### config.mk
export PLATFORM = sky130hd
export DESIGN_NAME = edge_stamp_unit
export DESIGN_NICKNAME = d
export VERILOG_FILES = /design/src/rtl/esu_pkg.sv /design/src/rtl/esu_edge_sync.sv /design/src/rtl/esu_capture.sv /design/src/rtl/esu_status.sv /design/src/rtl/edge_stamp_unit.sv
export SDC_FILE = /design/constraint.sdc
export NUM_CORES = 1
export LEC_CHECK = 0
export ABC_AREA = 1
export BUFFER_PORTS_ARGS = -buffer_cell sky130_fd_sc_hd__buf_2
export CORE_ASPECT_RATIO = 0.6
export CORE_MARGIN = 2
export CORE_UTILIZATION = 42
export DETAILED_ROUTE_END_ITERATION = 16
export GPL_ROUTABILITY_DRIVEN = 0
export PLACE_DENSITY_LB_ADDON = 0.3
export SYNTH_ARGS = -nofsm -noshare
export SYNTH_HDL_FRONTEND = slang
export SYNTH_SLANG_ARGS = --single-unit
### constraint.sdc
create_clock -name clk_i -period 1.7 [get_ports clk_i]
set_input_delay 0.085 -clock clk_i [delete_from_list [all_inputs] [get_ports clk_i]]
set_output_delay 0.085 -clock clk_i [all_outputs]
set_load 0.005 [all_outputs]
### src/rtl/esu_pkg.sv
package esu_pkg;
  localparam int CNT_W   = 16;
  localparam int CAP_W   = 8;
  localparam int PRE_W   = 3;
  localparam int NPIN    = 2;
  localparam int NEV     = 2 * NPIN;
  localparam int ADDR_W  = 3;
  localparam int DATA_W  = 8;

  localparam logic [ADDR_W-1:0] A_CFG  = 3'd0;
  localparam logic [ADDR_W-1:0] A_CAP0 = 3'd1;
  localparam logic [ADDR_W-1:0] A_STS  = 3'd5;
  localparam logic [ADDR_W-1:0] A_IEN  = 3'd6;

  typedef logic [NEV-1:0][CAP_W-1:0] cap_arr_t;
endpackage

### src/rtl/esu_edge_sync.sv
module esu_edge_sync #(
  parameter int N = 2
) (
  input  logic         clk_i,
  input  logic         rst_ni,
  input  logic [N-1:0] pin_i,
  output logic [N-1:0] rise_o,
  output logic [N-1:0] fall_o
);
  logic [N-1:0] s1_q, s2_q, prev_q;

  always_ff @(posedge clk_i or negedge rst_ni) begin
    if (!rst_ni) begin
      s1_q   <= '0;
      s2_q   <= '0;
      prev_q <= '0;
    end else begin
      s1_q   <= pin_i;
      s2_q   <= s1_q;
      prev_q <= s2_q;
    end
  end

  assign rise_o = s2_q & ~prev_q;
  assign fall_o = ~s2_q & prev_q;

  for (genvar i = 0; i < N; i++) begin : g_chk
    p_one_rise_r9: assert property (@(posedge clk_i) disable iff (!rst_ni)
      rise_o[i] |=> !rise_o[i]);
    p_one_fall_r9: assert property (@(posedge clk_i) disable iff (!rst_ni)
      fall_o[i] |=> !fall_o[i]);
  end
endmodule

### src/rtl/esu_capture.sv
module esu_capture
  import esu_pkg::*;
(
  input  logic             clk_i,
  input  logic             rst_ni,
  input  logic [NEV-1:0]   ev_i,
  input  logic             wide_i,
  input  logic [PRE_W-1:0] pre_i,
  input  logic [CNT_W-1:0] cnt_i,
  output cap_arr_t         cap_o
);
  cap_arr_t cap_q;
  logic [CAP_W-1:0] win, lo, hi;

  assign win = CAP_W'(cnt_i >> pre_i);
  assign lo  = cnt_i[CAP_W-1:0];
  assign hi  = cnt_i[2*CAP_W-1:CAP_W];

  for (genvar i = 0; i < NEV; i++) begin : g_cap
    if (i < 2) begin : g_ch0
      always_ff @(posedge clk_i or negedge rst_ni) begin
        if (!rst_ni)       cap_q[i] <= '0;
        else if (ev_i[i])  cap_q[i] <= wide_i ? lo : win;
      end
    end else begin : g_ch1
      // wide mode: channel-1 slots hold the upper byte of channel 0
      always_ff @(posedge clk_i or negedge rst_ni) begin
        if (!rst_ni)                     cap_q[i] <= '0;
        else if (wide_i && ev_i[i-2])    cap_q[i] <= hi;
        else if (!wide_i && ev_i[i])     cap_q[i] <= win;
      end
    end
  end

  assign cap_o = cap_q;

  p_hold_no_event_r9: assert property (@(posedge clk_i) disable iff (!rst_ni)
    (ev_i == '0) |=> $stable(cap_q));
  p_wide_upper_r5: assert property (@(posedge clk_i) disable iff (!rst_ni)
    (wide_i && ev_i[0]) |=> cap_q[2] == $past(cnt_i[2*CAP_W-1:CAP_W]));
endmodule

### src/rtl/esu_status.sv
module esu_status
  import esu_pkg::*;
(
  input  logic           clk_i,
  input  logic           rst_ni,
  input  logic [NEV-1:0] ev_i,
  input  logic           clr_i,
  input  logic [NEV-1:0] clr_mask_i,
  input  logic           ien_we_i,
  input  logic [NEV-1:0] ien_i,
  output logic [NEV-1:0] sts_o,
  output logic [NEV-1:0] ien_o,
  output logic           irq_o
);
  logic [NEV-1:0] sts_q, ien_q, clr;

  assign clr = clr_i ? clr_mask_i : '0;

  always_ff @(posedge clk_i or negedge rst_ni) begin
    if (!rst_ni) begin
      sts_q <= '0;
      ien_q <= '0;
    end else begin
      sts_q <= (sts_q & ~clr) | ev_i;  // new event wins over clear
      if (ien_we_i) ien_q <= ien_i;
    end
  end

  assign sts_o = sts_q;
  assign ien_o = ien_q;
  assign irq_o = |(sts_q & ien_q);

  p_event_sets_r3: assert property (@(posedge clk_i) disable iff (!rst_ni)
    (ev_i != '0) |=> ((sts_q & $past(ev_i)) == $past(ev_i)));
  p_w1c_clears_r6: assert property (@(posedge clk_i) disable iff (!rst_ni)
    clr_i |=> ((sts_q & $past(clr_mask_i & ~ev_i)) == '0));
  p_irq_quiet_r8: assert property (@(posedge clk_i) disable iff (!rst_ni)
    (sts_q == '0) |-> !irq_o);
endmodule

### src/rtl/edge_stamp_unit.sv
module edge_stamp_unit
  import esu_pkg::*;
(
  input  logic              clk_i,
  input  logic              rst_ni,
  input  logic [NPIN-1:0]   pin_i,
  input  logic [ADDR_W-1:0] addr_i,
  input  logic              wr_i,
  input  logic [DATA_W-1:0] wdata_i,
  output logic [DATA_W-1:0] rdata_o,
  output logic              irq_o
);
  localparam int CFG_W = PRE_W + 1;

  logic [CNT_W-1:0] cnt_q;
  logic [CFG_W-1:0] cfg_q;
  logic [NPIN-1:0]  rise, fall;
  logic [NEV-1:0]   ev, ev_eff, sts, ien;
  logic             wide;
  cap_arr_t         cap;

  always_ff @(posedge clk_i or negedge rst_ni) begin
    if (!rst_ni) cnt_q <= '0;
    else         cnt_q <= cnt_q + 1'b1;
  end

  always_ff @(posedge clk_i or negedge rst_ni) begin
    if (!rst_ni)                        cfg_q <= '0;
    else if (wr_i && addr_i == A_CFG)   cfg_q <= wdata_i[CFG_W-1:0];
  end

  assign wide = cfg_q[PRE_W];

  esu_edge_sync #(.N(NPIN)) u_sync (
    .clk_i (clk_i),
    .rst_ni(rst_ni),
    .pin_i (pin_i),
    .rise_o(rise),
    .fall_o(fall)
  );

  assign ev     = {fall[1], rise[1], fall[0], rise[0]};
  assign ev_eff = wide ? {2'b00, ev[1:0]} : ev;

  esu_capture u_cap (
    .clk_i (clk_i),
    .rst_ni(rst_ni),
    .ev_i  (ev_eff),
    .wide_i(wide),
    .pre_i (cfg_q[PRE_W-1:0]),
    .cnt_i (cnt_q),
    .cap_o (cap)
  );

  esu_status u_sts (
    .clk_i     (clk_i),
    .rst_ni    (rst_ni),
    .ev_i      (ev_eff),
    .clr_i     (wr_i && addr_i == A_STS),
    .clr_mask_i(wdata_i[NEV-1:0]),
    .ien_we_i  (wr_i && addr_i == A_IEN),
    .ien_i     (wdata_i[NEV-1:0]),
    .sts_o     (sts),
    .ien_o     (ien),
    .irq_o     (irq_o)
  );

  always_comb begin
    rdata_o = '0;
    if (addr_i == A_CFG)                                    rdata_o = DATA_W'(cfg_q);
    else if (addr_i >= A_CAP0 && addr_i < A_CAP0 + NEV)     rdata_o = cap[addr_i - A_CAP0];
    else if (addr_i == A_STS)                               rdata_o = DATA_W'(sts);
    else if (addr_i == A_IEN)                               rdata_o = DATA_W'(ien);
  end

  p_wide_pin1_quiet_r5: assert property (@(posedge clk_i) disable iff (!rst_ni)
    (wide && !(wr_i && addr_i == A_STS)) |=> $stable(sts[3:2]));
endmodule

==> run metrics, run 1 <==
Tightest Hold Check Type=primary input to flip-flop; pre-CTS setup slack=173 ps; initial DRC count=360; min cycle time layout=1550 ps; GRT Total Usage=22.6%; normalized max-slew margin=74.2%; clock group share of total power=37.7%; Worst EP required=1620 ps; final worst-path cycle share=91.4%; clock-pin slew on the worst setup and hold paths=50 ps; largest net degree at the start of global routing=67; fmax=643 MHz; Power Density=1210 nW/um2; area share of fa/ha/maj cells after synthesis=1.34%; TNS Setup=0 ps; Root Buffer=clkbuf_16; largest area contributor in the netlist=dfrtp_1; Core Util, Final=50.3%; worst setup margin=146 ps; flop2flop setup slack=200 ps; number of synthesized flops with an enable pin=0; Post-synth ARST share=100%; drt total wl=10100 um; Min-Delay Path Depth=3; cell internal pwr=3.59 mW; critical path arrival=1470 ps; Starting Density=43.5%; Area Growth Syn to Fin=15.7%; hold worst-path end=cfg_q[3]; DRT Pass-1 Iters=4; Peak VDD IR=535 uV; # IOs=25; H-tree depth=3; Clk Latency, worst-skew pair=340 ps; max_cap viols=0; CTS tree=built; Routed WL per cell=15.9 um; CTS Buffer Depth=2; share of the synthesized area in the top cell type=44.4%; sw frac=31.4%; fraction of layout cells with a size suffix above 1=14.3%; fill cell count=825; Die X=126 um; RR Startpoint=cfg_q[1]; CP max FO=8; hold slack final=58.4 ps; critical hold path startpoint=wdata_i[3]; RSZ-0062 raised after global routing=false; vias per inst=5.33; Yosys warning total=0; clock sink total=66; Crit. End Element=primary output; r2r endpoint=u_cap.cap_o[13]; CORE AREA=8560 um2; initial antenna violation count=0; average cell area after synthesis=7.63 um2; DP HPWL=7430 um; ANT cells=0; status=complete, no violations; ys flop type=dfrtp_1; Commonest cells post-synth=nand2_1, nand3_1, dfrtp_1, inv_1, o21ai_0; Seq cells post-synth=66; Area contributors post-synth=dfrtp_1, nand2_1, nand3_1; main combinational cell family by area after synthesis=simple AND/OR/NAND/NOR gates; CP Class=primary input to primary output; final hold vios=0; Synth cell types=32; post-route ant nets=0; Via Count=3387; Die ar.=9660 um2; Pins Over Slew Limit=0; Port-buffer cells=20; worst r2r path cells=6; mux contribution to synthesized area=0%; Synth Area in Simple Gates=33.3%; synthesized cell area=3720 um2; Setup-failing EPs final=0; Final Net Count=538; total CTS buffers=9; clock skew=4.74 ps; Worst-Margin Slew=387 ps; Post-Syn Nets=508; Seq pwr share=38.8%; Critical Path Source Type=primary input; Synth Area in Compound Gates=10.8%; post-synthesis xor/xnor area fraction=2.59%; Die Ht=76.9 um; vias in the first global route=3082; post-synthesis sequential area ratio=44.4%; most frequent cell after synthesis=nand2_1; GR Overflow Total=0; Syn Inst Count=488; Lkg Pwr=2.16 nW; Rows=26; net load switching power=1.64 mW; first-pass GRT wire length=16700 um; Comb pwr share=23.4%; drt drc=0
## worst max-delay path by stage
stage          slack (ps)  cells after the start    endpoint       from
6_report              150                      9  rdata_o[3]  addr_i[0]
3_5_place_dp          170                      9  rdata_o[3]  addr_i[0]
4_1_cts               170                      9  rdata_o[3]  addr_i[0]
2_1_floorplan         240                      9  rdata_o[4]  addr_i[0]
5_1_grt                30                      9  rdata_o[3]  addr_i[0]
3_3_place_gp          190                      9  rdata_o[3]  addr_i[0]
## critical path, stage by stage
cell and delay, ps:
buf_2 210, inv_4 50, ha_1 300, inv_1 220, o21ai_0 140, o22ai_1 160, nand2_1 80, o211ai_1 80
buf_2 140
## power groups by stage
stage / registers, mW / clock network (mW) / logic (mW)
floorplan: 1.99 / 0 / 0.883
global placement: 2.04 / 0 / 1.18
detailed placement: 2.05 / 0 / 1.19
CTS: 2.03 / 2.00 / 1.20
global route: 2.06 / 2.07 / 1.38
finish: 2.03 / 1.97 / 1.22
## logic make-up after synthesis
kind of cell	count (synthesis)
buffers and inverters	66
DFF	66
AOI/OAI and AO/OA	71
and+or+nand+nor	270
adders and majority gates	4
xor gates and xnor gates	11
## flip-flops by register name, summed over array words and instances (netlist names)
name and cells:
u_sync.s2_q 2, u_sync.prev_q 2, cnt_q 16, u_sts.sts_o 4, u_cap.cap_o 32, cfg_q 4, u_sync.s1_q 2, u_sts.ien_o 4
## timing repair
item | 4_1_cts | 5_1_grt
setup endpoints to repair | 0 | 0
setup buffers | 0 | 0
gates resized for setup | 0 | 0
hold buffers | 3 | 0
hold endpoints to repair | 68 | 0
## cell usage in the layout, fill, tap and decap left out
cell type,count
clkbuf_16,9
nand3b_1,1
a21o_1,2
nand4_1,2
clkinv_1,2
nand3_1,71
nor2_2,1
inv_1,40
clkbuf_1,2
a21oi_2,1
o21ai_1,9
nor2_8,2
nor2_4,4
nand2_1,147
buf_2,20
o21ai_0,30
bufinv_16,1
clkbuf_8,4
inv_2,10
nand2_4,4
or2_2,4
ha_1,4
a22oi_1,1
o211ai_1,8
buf_4,7
dfrtp_1,66
nor2_1,26
inv_4,2
buf_12,1
dlygate4sd3_1,3
xor2_1,11
o22ai_1,11
nand3_2,2
nand2_2,3
a21oi_1,9
nor3_1,3
## per-stage QoR
| stage | area (um2) | power, mW | cells |
|---|---|---|---|
| after global routing | 4310 | 5.51 | 635 |
| after global placement | 3960 | 3.22 | 616 |
| final | 4310 | 5.22 | 635 |
| after CTS | 4310 | 5.23 | 635 |
| after floorplan | 3720 | 2.87 | 488 |
| after detailed placement | 3960 | 3.24 | 616 |
## layer usage
layer  up-vias  GRT usage, %  wire [um]
met5         -             0          0
met2       124          27.9       3690
met1      1600          36.4       5430
li1       1649             -          -
met4         0          7.22        150
met3        14          6.56        802
## cell type report
cell class                      instances  area (um2)  area share (%)
Multi-Input combinational cell        356        1790            41.5
Clock buffer                           15         288            6.68
Clock inverter                          1        30.0           0.697
Tap cell                              112         140            3.25
Sequential cell                        66        1650            38.3
Timing Repair Buffer                   31         203            4.71
Inverter                               54         208            4.82
Power figures use the tool's default switching activity.
==> inputs of run 2 (changes only) <==
ABC_AREA = not set   (was 1)
==> run metrics, run 2 <==
share of the synthesized area in the top cell type=46.1%; GR Overflow Total=0; ANT cells=0; critical path arrival=1680 ps; most frequent cells in the layout=dfrtp_1, nand2_1, buf_4; crit path buf inv count=1; Via Count=2873; Die Ht=75.6 um; Worst-Margin Slew=465 ps; hold slack final=6.92 ps; Peak VDD IR=711 uV; Power, Total=4.98 mW; fin area=4290 um2; Routed WL per cell=19.3 um; dpl cells=474; worst setup path end=rdata_o[1]; largest net degree at the start of global routing=67; Critical Path Source Type=flip-flop; RSZ-0062 raised after global routing=true; clock skew=8.27 ps; Lkg Pwr=1.88 nW; number of synthesized flops with an enable pin=0; vias in the first global route=2651; Setup-failing EPs final=4; Tightest Hold Check Type=primary input to flip-flop; fraction of layout cells with a size suffix above 1=26.8%; Final Net Count=400; most common library cell in the layout ignoring fill and taps=dfrtp_1; Clk Latency, worst-skew pair=340 ps; worst setup margin=-65.2 ps; average cell area after synthesis=10.6 um2; Yosys warning total=0; Cell Area, Placed=3920 um2; max reg flops=32; pre-CTS setup slack=-42.1 ps; CORE AREA=8390 um2; min cycle time layout=1770 ps; Pins Over Slew Limit=0; DP HPWL=6890 um; slowest CP cell=mux4_2; Die ar.=9310 um2; Rows=26; post-synthesis sequential area ratio=46.1%; ys flop type=dfrtp_1; max_cap viols=0; CP Class=flip-flop to primary output; clock-pin slew on the worst setup and hold paths=60 ps; Cell Count, Final, Fillers Out=497; fmax=567 MHz; DRT Pass-1 Iters=4; Post-synth ARST share=100%; Area contributors post-synth=dfrtp_1, mux2i_1, mux4_2; Die X=123 um; total CTS buffers=9; Core Util, Final=51.1%; Port-buffer cells=20; Syn Inst Count=338; crit path from=u_cap.cap_o[9]; H-tree depth=3; Synth cell types=46; CP max FO=2; flop2flop setup slack=70 ps; TNS Setup=-172 ps; Area Growth Syn to Fin=19.7%; Worst EP required=1620 ps; r2r endpoint=u_cap.cap_o[7]; RR Startpoint=cfg_q[1]; critical hold path startpoint=wdata_i[1]; Crit path max-delay family=multiplexers; post-route ant nets=0; GRT Total Usage=22.2%; CTS Buffer Depth=2; drt total wl=9610 um; final hold vios=0; final worst-path cycle share=104%; synthesized cell area=3580 um2; Commonest cells post-synth=dfrtp_1, nand2_1, nand3_1, o211ai_1; # IOs=25; largest area contributor in the netlist=dfrtp_1; initial DRC count=317; Post-Syn Nets=358; Root Buffer=clkbuf_16; CP max stage delay=510 ps; worst r2r path cells=4; drt drc=0; first-pass GRT wire length=14900 um; Power Density=1160 nW/um2; vias per inst=5.78; critical path depth=5; normalized max-slew margin=69.0%; Seq cells post-synth=66; critical path cell sequence=mux4_2, nand3_2, o211ai_1, o21a_1, buf_2; status=finished, violations left; Starting Density=42.7%; CTS tree=built; initial antenna violation count=0; violated checks=setup timing; most frequent cell after synthesis=dfrtp_1; Crit. End Element=primary output; clock sink total=66
run 2: cells by family (layout without fill, tap and decap cells):
group,after synthesis,after routing,share of synthesized area [%]
DFF,66,66,46.1
buffers and inverters,29,76,4.22
muxes,34,34,12.6
adders and majority gates,4,4,1.40
AOI/OAI and AO/OA,78,78,15.1
xor gates and xnor gates,14,14,3.42
and+or+nand+nor,113,113,17.2
run 2: worst min path at each step:
stage | end | slack (ps) | depth (start not counted)
2_1_floorplan | cfg_q[0] | -210 | 0
3_3_place_gp | cnt_q[15] | 130 | 2
3_5_place_dp | cnt_q[15] | 130 | 2
4_1_cts | u_sts.ien_o[2] | 9 | 2
5_1_grt | u_sts.ien_o[3] | 10 | 2
6_report | u_sts.ien_o[1] | 7 | 2
run 2: repair_timing:
item	in CTS	in global routing
hold buffers	3	0
pin swaps	2	1
resized for setup	4	2
endpoints found under the hold margin	68	0
buffers inserted	1	3
setup endpoints to repair	11	27
run 2: area by class of cell:
cell class,instances,area (um2)
Multi-Input combinational cell,243,1800
Tap cell,112,140
Timing Repair Buffer,54,388
Clock inverter,6,57.6
Sequential cell,66,1650
Clock buffer,10,229
Fill cell,772,4100
Inverter,6,22.5
run 2: per-layer routing:
metal / global-route usage [%] / wire [um]
met1: 33.9 / 4730
met2: 28.0 / 3770
met3: 9.88 / 1010
met4: 5.43 / 100
met5: 0 / 0
run 2: power by group:
part | switching [mW] | leakage [nW] | internal, mW | total, mW
registers | 0.172 | 0.828 | 1.81 | 1.98
logic | 0.604 | 0.905 | 0.561 | 1.17
clock network | 0.710 | 0.142 | 1.12 | 1.83
==> inputs of run 3 (changes only) <==
CORE_UTILIZATION = 60   (was 42)
==> run metrics, run 3 (synthesized netlist as in run 2, its figures left out) <==
largest net degree at the start of global routing=67; Final Net Count=399; hold worst-path end=u_sts.ien_o[3]; Die ar.=6630 um2; post-route ant nets=0; slowest CP cell=mux4_2; Die X=104 um; drt total wl=9350 um; most common library cell in the layout ignoring fill and taps=dfrtp_1; normalized max-slew margin=69.3%; vias in the first global route=2875; status=finished, violations left; Worst-Margin Slew=460 ps; fmax=561 MHz; Cell Count, Final, Fillers Out=464; Peak VDD IR=879 uV; Die Ht=63.9 um; dpl cells=438; max reg flops=32; Area Growth Syn to Fin=17.3%; fraction of layout cells with a size suffix above 1=26.3%; Min-Delay Path Depth=2; Rows=21; DP HPWL=6690 um; Root Buffer=clkbuf_8; critical path arrival=1700 ps; ANT cells=0; # IOs=25; critical hold path startpoint=wdata_i[3]; initial antenna violation count=0; most frequent cells in the layout=dfrtp_1, nand2_1, buf_4; CP max stage delay=520 ps; RSZ-0062 raised after global routing=true; Setup-failing EPs final=4; Starting Density=63.2%; final hold vios=0; crit path buf inv count=1; Critical Path Source Type=flip-flop; worst setup margin=-84.1 ps; CTS Buffer Depth=2; Via Count=2927; max_cap viols=0; critical path cell sequence=mux4_2, nand3_2, o211ai_1, o21a_1, buf_2; Port-buffer cells=20; drt drc=0; r2r endpoint=u_cap.cap_o[1]; GRT Total Usage=30.5%; Lkg Pwr=1.84 nW; worst r2r path cells=4; flop2flop setup slack=90 ps; Power, Total=4.70 mW; Pins Over Slew Limit=0; min cycle time layout=1780 ps; Crit path max-delay family=multiplexers; hold slack final=11.8 ps; Power Density=1120 nW/um2; clock-pin slew on the worst setup and hold paths=70 ps; Cell Area, Placed=3850 um2; fin area=4210 um2; RR Startpoint=cfg_q[1]; CP max FO=2; Clk Latency, worst-skew pair=360 ps; clock sink total=66; total CTS buffers=9; CP Class=flip-flop to primary output; Crit. End Element=primary output; GR Overflow Total=0; Tightest Hold Check Type=primary input to flip-flop; CTS tree=built; TNS Setup=-241 ps; Worst EP required=1620 ps; initial DRC count=287; CORE AREA=5680 um2; first-pass GRT wire length=15200 um; H-tree depth=3; Routed WL per cell=20.2 um; violated checks=setup timing; final worst-path cycle share=105%; vias per inst=6.31; DRT Pass-1 Iters=5; clock skew=6.08 ps
-- run 3: cell count changes in the layout (fill, tap and decap cells not counted), moves of 3 or more --
cell / delta
dlygate4sd3_1: +3
clkbuf_8: +12
clkbuf_16: -9
clkinv_2: -3
buf_4: -4
-- run 3: layer usage --
layer	part of all wire (%)	wire (um)	vias to the layer above	global-route usage, %
met4	1.6	151	0	10.6
met1	46	4290	1450	44.3
met3	10	938	17	9.49
met5	0	0	-	0
li1	-	-	1321	-
met2	42	3970	139	43.5
-- run 3: how the worst max path moves through the flow --
stage	from	to	slack (ps)	depth (start not counted)
final	u_cap.cap_o[8]	rdata_o[0]	-80	5
after global routing	u_cap.cap_o[8]	rdata_o[0]	-150	5
after CTS	u_cap.cap_o[10]	rdata_o[2]	-70	5
after detailed placement	cfg_q[1]	u_cap.cap_o[1]	20	4
after global placement	cfg_q[1]	u_cap.cap_o[0]	80	4
after floorplan	addr_i[0]	rdata_o[2]	160	8
-- run 3: worst register-to-register path, delay by kind of cell (launching register included) --
kind	cells	cell delay, ps
AOI/OAI and AO/OA	2	280
DFF	1	500
muxes	1	370
and+or+nand+nor	1	310
-- run 3: cell type report --
| type | instances | area (um2) |
|---|---|---|
| clock buffers | 12 | 165 |
| clock inverters | 4 | 72.6 |
| fillers | 417 | 1470 |
| inverters | 6 | 22.5 |
| multi-input cells | 243 | 1800 |
| flip-flops and latches | 66 | 1650 |
| well taps | 80 | 100 |
| repair buffers | 53 | 388 |
-- run 3: stage by stage --
stage / utilization, % / worst slack [ps]
after floorplan: - / 157
after global routing: 74.1 / -147
after CTS: 73.6 / -71.9
final: 74.1 / -84.1
after global placement: 67.9 / 80.3
after detailed placement: 67.9 / 23.9
-- run 3: what timing repair did --
item                       in CTS  in global routing
setup endpoints to repair       6                 28
resized for setup               2                  5
hold buffers                    6                  0
hold endpoints to repair       72                  0
setup buffers                   2                  2
pin swaps                       1                  1
-- run 3: power breakdown --
part | leakage [nW] | internal, mW | switching [mW]
Clock | 0.119 | 0.943 | 0.618
Sequential | 0.828 | 1.80 | 0.182
Combinational | 0.896 | 0.552 | 0.603
